File: config.mk
export PLATFORM = sky130hd
export DESIGN_NAME = modulus_downcounter
export DESIGN_NICKNAME = d
export VERILOG_FILES = /design/src/rtl/mdc_pkg.sv /design/src/rtl/mdc_prescaler.sv /design/src/rtl/mdc_count_core.sv /design/src/rtl/modulus_downcounter.sv
export SDC_FILE = /design/constraint.sdc
export NUM_CORES = 1
export LEC_CHECK = 0
export CAP_MARGIN = 20
export CORE_MARGIN = 2
export CORE_UTILIZATION = 68
export CTS_CLUSTER_SIZE = 10
export DETAILED_ROUTE_END_ITERATION = 10
export DONT_BUFFER_PORTS = 1
export PLACE_DENSITY_LB_ADDON = 0.05
export SLEW_MARGIN = 20
export SYNTH_ARGS = -nofsm -noshare
export SYNTH_HDL_FRONTEND = slang
export SYNTH_SLANG_ARGS = --single-unit
File: constraint.sdc
create_clock -name clk -period 5.9 [get_ports clk]
set_clock_uncertainty 0.15 [all_clocks]
set_input_delay 0.885 -clock clk [delete_from_list [all_inputs] [get_ports clk]]
set_output_delay 0.885 -clock clk [all_outputs]
set_load 0.03 [all_outputs]
File: src/rtl/mdc_pkg.sv
// Package: shared widths and the prescale-divisor helper for the
// modulus down-counter. Assumes the prescaler select is at most a few bits.
package mdc_pkg;
    localparam int CNT_W_DEF = 16;
    localparam int SEL_W_DEF = 2;

    // Terminal prescaler value for a select code: 0 -> 0, n -> 2^(n+1)-1.
    function automatic int div_last(input int sel);
        if (sel == 0) return 0;
        return (1 << (sel + 1)) - 1;
    endfunction
endpackage

File: src/rtl/mdc_prescaler.sv
// Module: prescaler. It emits one tick every 1, 4, 8 or 16 enabled cycles.
// Assumes restart has priority, and that the phase counter holds while run is low.
module mdc_prescaler #(
    parameter int SEL_W = 2,
    localparam int PCNT_W = 2 ** SEL_W
) (
    input  logic             clk,
    input  logic             rst_n,
    input  logic             run,
    input  logic             restart,
    input  logic [SEL_W-1:0] sel,
    output logic             tick
);
    logic [PCNT_W-1:0] pcnt;
    logic [PCNT_W-1:0] last;

    // Purpose: decode the terminal phase from the select code.
    always_comb last = PCNT_W'(mdc_pkg::div_last(int'(sel)));

    // Purpose: flag the terminal phase while running.
    always_comb tick = run && (pcnt == last);

    // Purpose: advance the phase counter; a restart returns it to zero.
    always_ff @(posedge clk) begin
        if (!rst_n)       pcnt <= '0;
        else if (restart) pcnt <= '0;
        else if (run)     pcnt <= tick ? '0 : pcnt + 1'b1;
    end
endmodule

File: src/rtl/mdc_count_core.sv
// Module: count and load registers. It applies immediate writes, force
// loads, decrements and periodic reloads, in that order of priority.
// Assumes tick occurs only while the counter is enabled.
module mdc_count_core #(
    parameter int W = 16
) (
    input  logic         clk,
    input  logic         rst_n,
    input  logic         tick,
    input  logic         periodic,
    input  logic         imm_wr,
    input  logic         force_load,
    input  logic         wr_en,
    input  logic [W-1:0] wr_data,
    output logic [W-1:0] count_q,
    output logic [W-1:0] load_q,
    output logic         zflag_set
);
    localparam logic [W-1:0] ONE  = W'(1);
    localparam logic [W-1:0] ONES = '1;

    logic at_one;

    // Purpose: detect the last decrement before zero.
    always_comb at_one = (count_q == ONE);

    // Purpose: a flag event occurs when a counting tick leaves the value 1.
    always_comb zflag_set = !imm_wr && !force_load && tick && at_one;

    // Purpose: the load register takes every bus write.
    always_ff @(posedge clk) begin
        if (!rst_n)     load_q <= ONES;
        else if (wr_en) load_q <= wr_data;
    end

    // Purpose: update the count by priority: write, force, count.
    always_ff @(posedge clk) begin
        if (!rst_n)                       count_q <= ONES;
        else if (imm_wr)                  count_q <= wr_data;
        else if (force_load)              count_q <= load_q;
        else if (tick && at_one)          count_q <= periodic ? load_q : '0;
        else if (tick && count_q != '0)   count_q <= count_q - ONE;
    end
endmodule

File: src/rtl/modulus_downcounter.sv
// Module: top of the modulus down-counter. It routes writes to a deferred
// or an immediate load, keeps the sticky zero flag, drives the latch
// request and the read port.
// Assumes single-cycle word access and a synchronous active-low reset.
module modulus_downcounter #(
    parameter int CNT_W = mdc_pkg::CNT_W_DEF,
    parameter int SEL_W = mdc_pkg::SEL_W_DEF
) (
    input  logic             clk,
    input  logic             rst_n,
    input  logic             cnt_en,
    input  logic             periodic_mode,
    input  logic             rd_load_sel,
    input  logic             force_load,
    input  logic [SEL_W-1:0] presc_sel,
    input  logic             latch_en,
    input  logic             buf_en,
    input  logic             wr_en,
    input  logic [CNT_W-1:0] wr_data,
    input  logic             rd_en,
    output logic [CNT_W-1:0] rd_data,
    input  logic             zflag_clr,
    output logic             zero_flag,
    output logic             latch_req
);
    logic             imm_wr;
    logic             tick;
    logic             zflag_set;
    logic [CNT_W-1:0] count_q;
    logic [CNT_W-1:0] load_q;

    // Purpose: a write is deferred only when enabled in periodic mode.
    always_comb imm_wr = wr_en && !(cnt_en && periodic_mode);

    mdc_prescaler #(.SEL_W(SEL_W)) u_psc (
        .clk     (clk),
        .rst_n   (rst_n),
        .run     (cnt_en),
        .restart (imm_wr),
        .sel     (presc_sel),
        .tick    (tick)
    );

    mdc_count_core #(.W(CNT_W)) u_core (
        .clk        (clk),
        .rst_n      (rst_n),
        .tick       (tick),
        .periodic   (periodic_mode),
        .imm_wr     (imm_wr),
        .force_load (force_load),
        .wr_en      (wr_en),
        .wr_data    (wr_data),
        .count_q    (count_q),
        .load_q     (load_q),
        .zflag_set  (zflag_set)
    );

    // Purpose: sticky zero flag; a set beats a clear.
    always_ff @(posedge clk) begin
        if (!rst_n)         zero_flag <= 1'b0;
        else if (zflag_set) zero_flag <= 1'b1;
        else if (zflag_clr) zero_flag <= 1'b0;
    end

    // Purpose: one-cycle latch request after a zero write with both enables.
    always_ff @(posedge clk) begin
        if (!rst_n) latch_req <= 1'b0;
        else        latch_req <= wr_en && (wr_data == '0) && latch_en && buf_en;
    end

    // Purpose: single-cycle read of the count or the load register.
    always_comb begin
        if (!rd_en)           rd_data = '0;
        else if (rd_load_sel) rd_data = load_q;
        else                  rd_data = count_q;
    end
endmodule

; Yosys cells after proc, flatten, opt, wreduce, memory -nomap -nowiden
; Index checks and enable logic that the tools add are counted.
[op_classes]
shift = 1
eq_ne = 2
n_reduce_logical = 20
n_bitwise = 1
muxes = 12
addsub = 4
[ops]
columns = cell, count
row1 = $mux 16, 7
row2 = $shl 1x32->4 const A, 1
row3 = $eq 16x1->1 const B, 1
row4 = $logic_not 16->1, 1
row5 = $reduce_bool 16->1, 1
row6 = $sub 16x1->16 const B, 1
row7 = $logic_and 1x1->1, 11
row8 = $mux 4, 2
row9 = $add 4x1->4 const B, 1
row10 = $eq 4x4->1, 1
row11 = $reduce_bool 4->1, 1
row12 = $sub 4x2->4 const B, 1
row13 = $add 2x1->3 const B, 1
row14 = $logic_not 1->1, 3
row15 = $mux 1, 3
row16 = $logic_not 2->1, 1
row17 = $reduce_bool 2->1, 1
row18 = $reduce_or 2->1, 1
row19 = $not 1->1, 1
[totals]
word_cells = 45
out_inout_bits = 18
inputBits = 29
ff_bits = 38

; Logic depth before layout (Yosys ltp)
[depth]
word_depth = 11
ltp_mapped = 9
depth_no_buf = 8

; Modules after synthesis
; Synthesis repeated with hierarchy kept, for this count alone.
[hier_totals]
hier_cells = 273
hier_area_um2 = 2498.6
[modules_own_cells]
columns = module, cells_per_inst, area_per_inst_um2, n_inst, seq_area_each_um2
row1 = mdc_count_core, 198, 1815.5, 1, 640.6
row2 = modulus_downcounter, 48, 416.6, 1, 40.0
row3 = mdc_prescaler, 27, 266.5, 1, 80.1

; Worst setup path after synthesis
; OpenSTA, ideal clock, no wires.
[synth_timing]
path_kind = in2out
start = input port rd_load_sel
end = output port rd_data[10]
path_buffers = 2
slack_ps = 2589
t_required_ps = 4865
arrival_time_ps = 2276
cell_stages = 4
path_cell_list = clkbuf_1 > clkbuf_1 > mux2i_1 > nor2b_1
[synth_between]
elab_chain_len = 2
[synth_lines]
columns = item, line_no
row1 = start: declaration, modulus_downcounter.sv:13  ; input logic rd_load_sel,
row2 = $mux 16, modulus_downcounter.sv:74  ; else if (rd_load_sel) rd_data = load_q;
row3 = $mux 16, modulus_downcounter.sv:73  ; if (!rd_en) rd_data = '0;
row4 = end: declaration, modulus_downcounter.sv:21  ; output logic [CNT_W-1:0] rd_data,
; No other way between the ends.

; Worst setup path after layout
[layout_timing]
start = input port presc_sel[1]
end = register u_core.count_q[13]
[layout_between]
elab_chain_len = 10
word_cells_on_any_way = 14
classes_between = add/sub (2) / eq/ne (1) / shift (1) / mux (5) / reduce/logical (5)
[layout_lines]
columns = item, line_no
row1 = start: declaration, modulus_downcounter.sv:15  ; input logic [SEL_W-1:0] presc_sel,
row2 = $add 2x1->3, mdc_pkg.sv:10  ; return (1 << (sel + 1)) - 1;
row3 = $shl 1x32->4, mdc_pkg.sv:10
row4 = $sub 4x2->4, mdc_pkg.sv:10
row5 = $mux 4 (*), mdc_pkg.sv:10
row6 = $eq 4x4->1 (*), mdc_prescaler.sv:21  ; always_comb tick = run && (pcnt == last);
row7 = $logic_and 1x1->1 (*), mdc_prescaler.sv:21
row8 = $logic_and 1x1->1, mdc_count_core.sv:41  ; else if (tick && at_one) count_q <= periodic ? load_q : '0;
row9 = $mux 16, mdc_count_core.sv:41
row10 = $mux 16, mdc_count_core.sv:40  ; else if (force_load) count_q <= load_q;
row11 = $mux 16, mdc_count_core.sv:39  ; else if (imm_wr) count_q <= wr_data;
row12 = end signal: assignment, mdc_count_core.sv:39
row13 = end signal: assignment, mdc_count_core.sv:40
row14 = end signal: assignment, mdc_count_core.sv:41
row15 = end: declaration, mdc_count_core.sv:15  ; output logic [W-1:0] count_q,
; Every way passes the cells marked *; elsewhere a longest branch is shown, timed or not.
; A chain may end at the register's enable or synchronous reset.

==> metrics.md <==
| Metric | Value |
|---|---|
| Vias in the first global route | `2153` |
| Number of max-cap violations | `0` |
| Hold Vio Cnt, Final | `0` |
| Post-CTS Setup Inserts | `0` |
| Slew Limit Fails | `0` |
| # rows | `22` |
| Cts hold-fix bufs | `0` |
| DP Cell Count | `325` |
| Pwr Density | `225 mW/mm^2` |
| Crit Path Category | `input pin to register` |
| DPL Wire Length | `4.40 mm` |
| Ant. Diodes | `0` |
| Synth top area share | `0.305` |
| Yosys cell types | `53` |
| Root Driver | `clkbuf_8` |
| Register-to-Register Path Depth | `6` |
| Ys async rst share | `0` |
| CTS tree | `yes` |
| Post-layout min period | `3010 ps` |
| Rel. slew slack | `0.378` |
| Period utilization | `0.510` |
| Startpoint types | `input pin` |
| Routed Antenna Nets | `0` |
| Least-Margin Pin Slew | `927 ps` |
| Peak supply drop | `0.167 mV` |
| Via/cell ratio | `6.83` |
| Final instance area | `0.00255 mm^2` |
| FILL cells | `321` |
| Share of cells above drive strength 1 | `0.0636` |
| Hold/Removal Path Class | `register to register` |
| Chip Width | `64.6 um` |
| Crit path arrival time | `3060 ps` |
| Reg-to-Reg End | `u_core.count_q[15]` |
| Post-Layout Cell Count | `331` |
| Setup_tns | `0 ps` |
| Clock Latency Late Sink | `290 ps` |
| Clock-pin slew on the worst setup and hold paths | `70 ps` |
| Clk buf depth | `2` |
| Total track usage | `0.323` |
| Post-Syn Nets | `332` |
| Syn Area/Cell | `8.35 um^2` |
| Post-synthesis sequential element count | `38` |
| Die area | `0.00417 mm^2` |
| Post-synth EDFFs | `0` |
| Cells on Worst Hold Path | `2` |
| First DRT Iteration DRCs | `166` |
| Area delta synth->final | `2.06%` |
| Largest cells by area after synthesis | `dfxtp_1 (30%), mux2i_1 (13%), nand2_1 (5.0%)` |
| Final Total Pwr | `574 uW` |
| Largest net degree at the start of global routing | `36` |
| Setup violators final | `0` |
| Nets@finish | `317` |
| Post-layout util | `0.706` |
| Post-synth top flop | `dfxtp_1` |
| CORE AREA | `0.00361 mm^2` |
| Status | `finished, final reports clean` |
| Total CTS buffers | `5` |
| Area of the mapped netlist | `0.00250 mm^2` |
| WL final | `6.27 mm` |
| DRC Markers | `0` |
| H-tree level count | `2` |
| Leakage | `0.950 nW` |
| Hold worst-path end | `u_core.load_q[7]` |
| Initial antenna violation count | `0` |
| Crit-path max FO | `13` |
| Initial Util | `0.692` |
| Area leader, netlist | `dfxtp_1` |
| Overflow after GRT | `0` |
| # IOs | `47` |
| Post-synthesis cell count | `299` |
| RSZ-0062 raised after global routing | `false` |
| Crit end category | `register` |
| Routed len/inst | `18.9 um` |
| Post-DP Area | `0.00246 mm^2` |
| Seq/Total Area, Yosys | `0.305` |
| PortBufs | `0` |
| Clk sinks | `38` |
| TritonRoute pass-1 iters | `5` |
| Synth warnings | `0` |
| Post-cts sizing count | `0` |
| GP Congestion | `0.936` |
| DIE HEIGHT | `64.6 um` |
| Fmax | `333 MHz` |
| Worst Min Path Start | `u_core.load_q[7]` |
| First-pass GRT wire length | `10.3 mm` |
| Worst reg-to-reg setup slack | `3000 ps` |
| Start of the worst register-to-register path | `u_core.count_q[4]` |
| Via Count | `2262` |
| Data required time of the worst path | `5960 ps` |
## stage by stage
| stage | worst slack, ps | hold slack [ps] |
|---|---|---|
| floorplan | 2590 | 310 |
| global placement | 2690 | 331 |
| detailed placement | 2630 | 336 |
| CTS | 2920 | 356 |
| global route | 2670 | 384 |
| finish | 2890 | 356 |
## area by class of cell
| cell class | count | area, um^2 | share of cell area |
|---|---|---|---|
| tap | 48 | 60.1 | 0.0236 |
| timing repair buffer | 1 | 7.51 | 0.00295 |
| sequential | 38 | 761 | 0.299 |
| clock buffer | 6 | 82.6 | 0.0324 |
| inverter | 6 | 22.5 | 0.00884 |
| multi-input combinational | 232 | 1610 | 0.634 |
## per-layer routing
| metal | routed length [um] | GRT usage |
|---|---|---|
| met5 | 0 | 0 |
| met4 | 152 | 0.120 |
| met2 | 2970 | 0.529 |
| met1 | 2630 | 0.418 |
| met3 | 514 | 0.0729 |
## Yosys cell counts, types with 4 or more instances
cell type  count
dfxtp_1       38
mux2i_1       33
nand2_1       33
clkbuf_1      19
nor2b_1       17
nor2_1        14
xor2_1        12
a221oi_1      10
nor4_1        10
nor3_1         7
o21ai_0        7
o21ai_1        7
o22ai_1        7
a31oi_1        6
inv_1          6
nand3_1        6
o211ai_1       6
or4_1          6
xnor2_1        5
a21oi_1        4
ha_1           4
## registers in the layout, indices dropped and copies added (netlist names)
| register | flops |
|---|---|
| u_psc.pcnt | 4 |
| zero_flag | 1 |
| u_core.load_q | 16 |
| latch_req | 1 |
| u_core.count_q | 16 |
## how the worst max path moves through the flow
stage                       startpoint                 end  slack (ps)
final                     presc_sel[1]  u_core.count_q[13]        2890
after global routing      presc_sel[1]  u_core.count_q[13]        2670
after CTS                 presc_sel[1]  u_core.count_q[13]        2920
after detailed placement  presc_sel[1]  u_core.count_q[13]        2630
after global placement    presc_sel[1]  u_core.count_q[12]        2690
after floorplan            rd_load_sel         rd_data[10]        2590
## worst max-delay path, stage by stage
cell	delay, ps
or2_2	290
or4_1	470
a21o_1	230
o21ai_1	740
o21ai_0	220
o211ai_1	230
## power breakdown
| group | switching (mW) | internal [mW] |
|---|---|---|
| registers | 0.0226 | 0.273 |
| logic | 0.0617 | 0.0410 |
| clock network | 0.0853 | 0.0901 |
## layout by cell type, fill, tap and decap left out, types with 5 or more instances in the layout
cell type and n:
nand3_1 6, xnor2_1 5, mux2i_1 33, o22ai_1 7, o211ai_1 6, xor2_1 12, o21ai_1 7, nand2_1 33
nor4_1 10, dfxtp_1 38, nor2b_1 17, o21ai_0 7, inv_1 6, clkbuf_8 6, a31oi_1 6, or4_1 6
nor3_1 7, a221oi_1 10, nor2_1 14
## cell families after synthesis
group,Yosys count,share of synthesized area
compound gates,67,0.198
xor+xnor,17,0.0596
fa+ha+maj,4,0.0201
buf+inv,29,0.0486
flops,38,0.305
mux,33,0.132
simple gates,111,0.236
No activity file was read; power rests on OpenSTA's default activity.
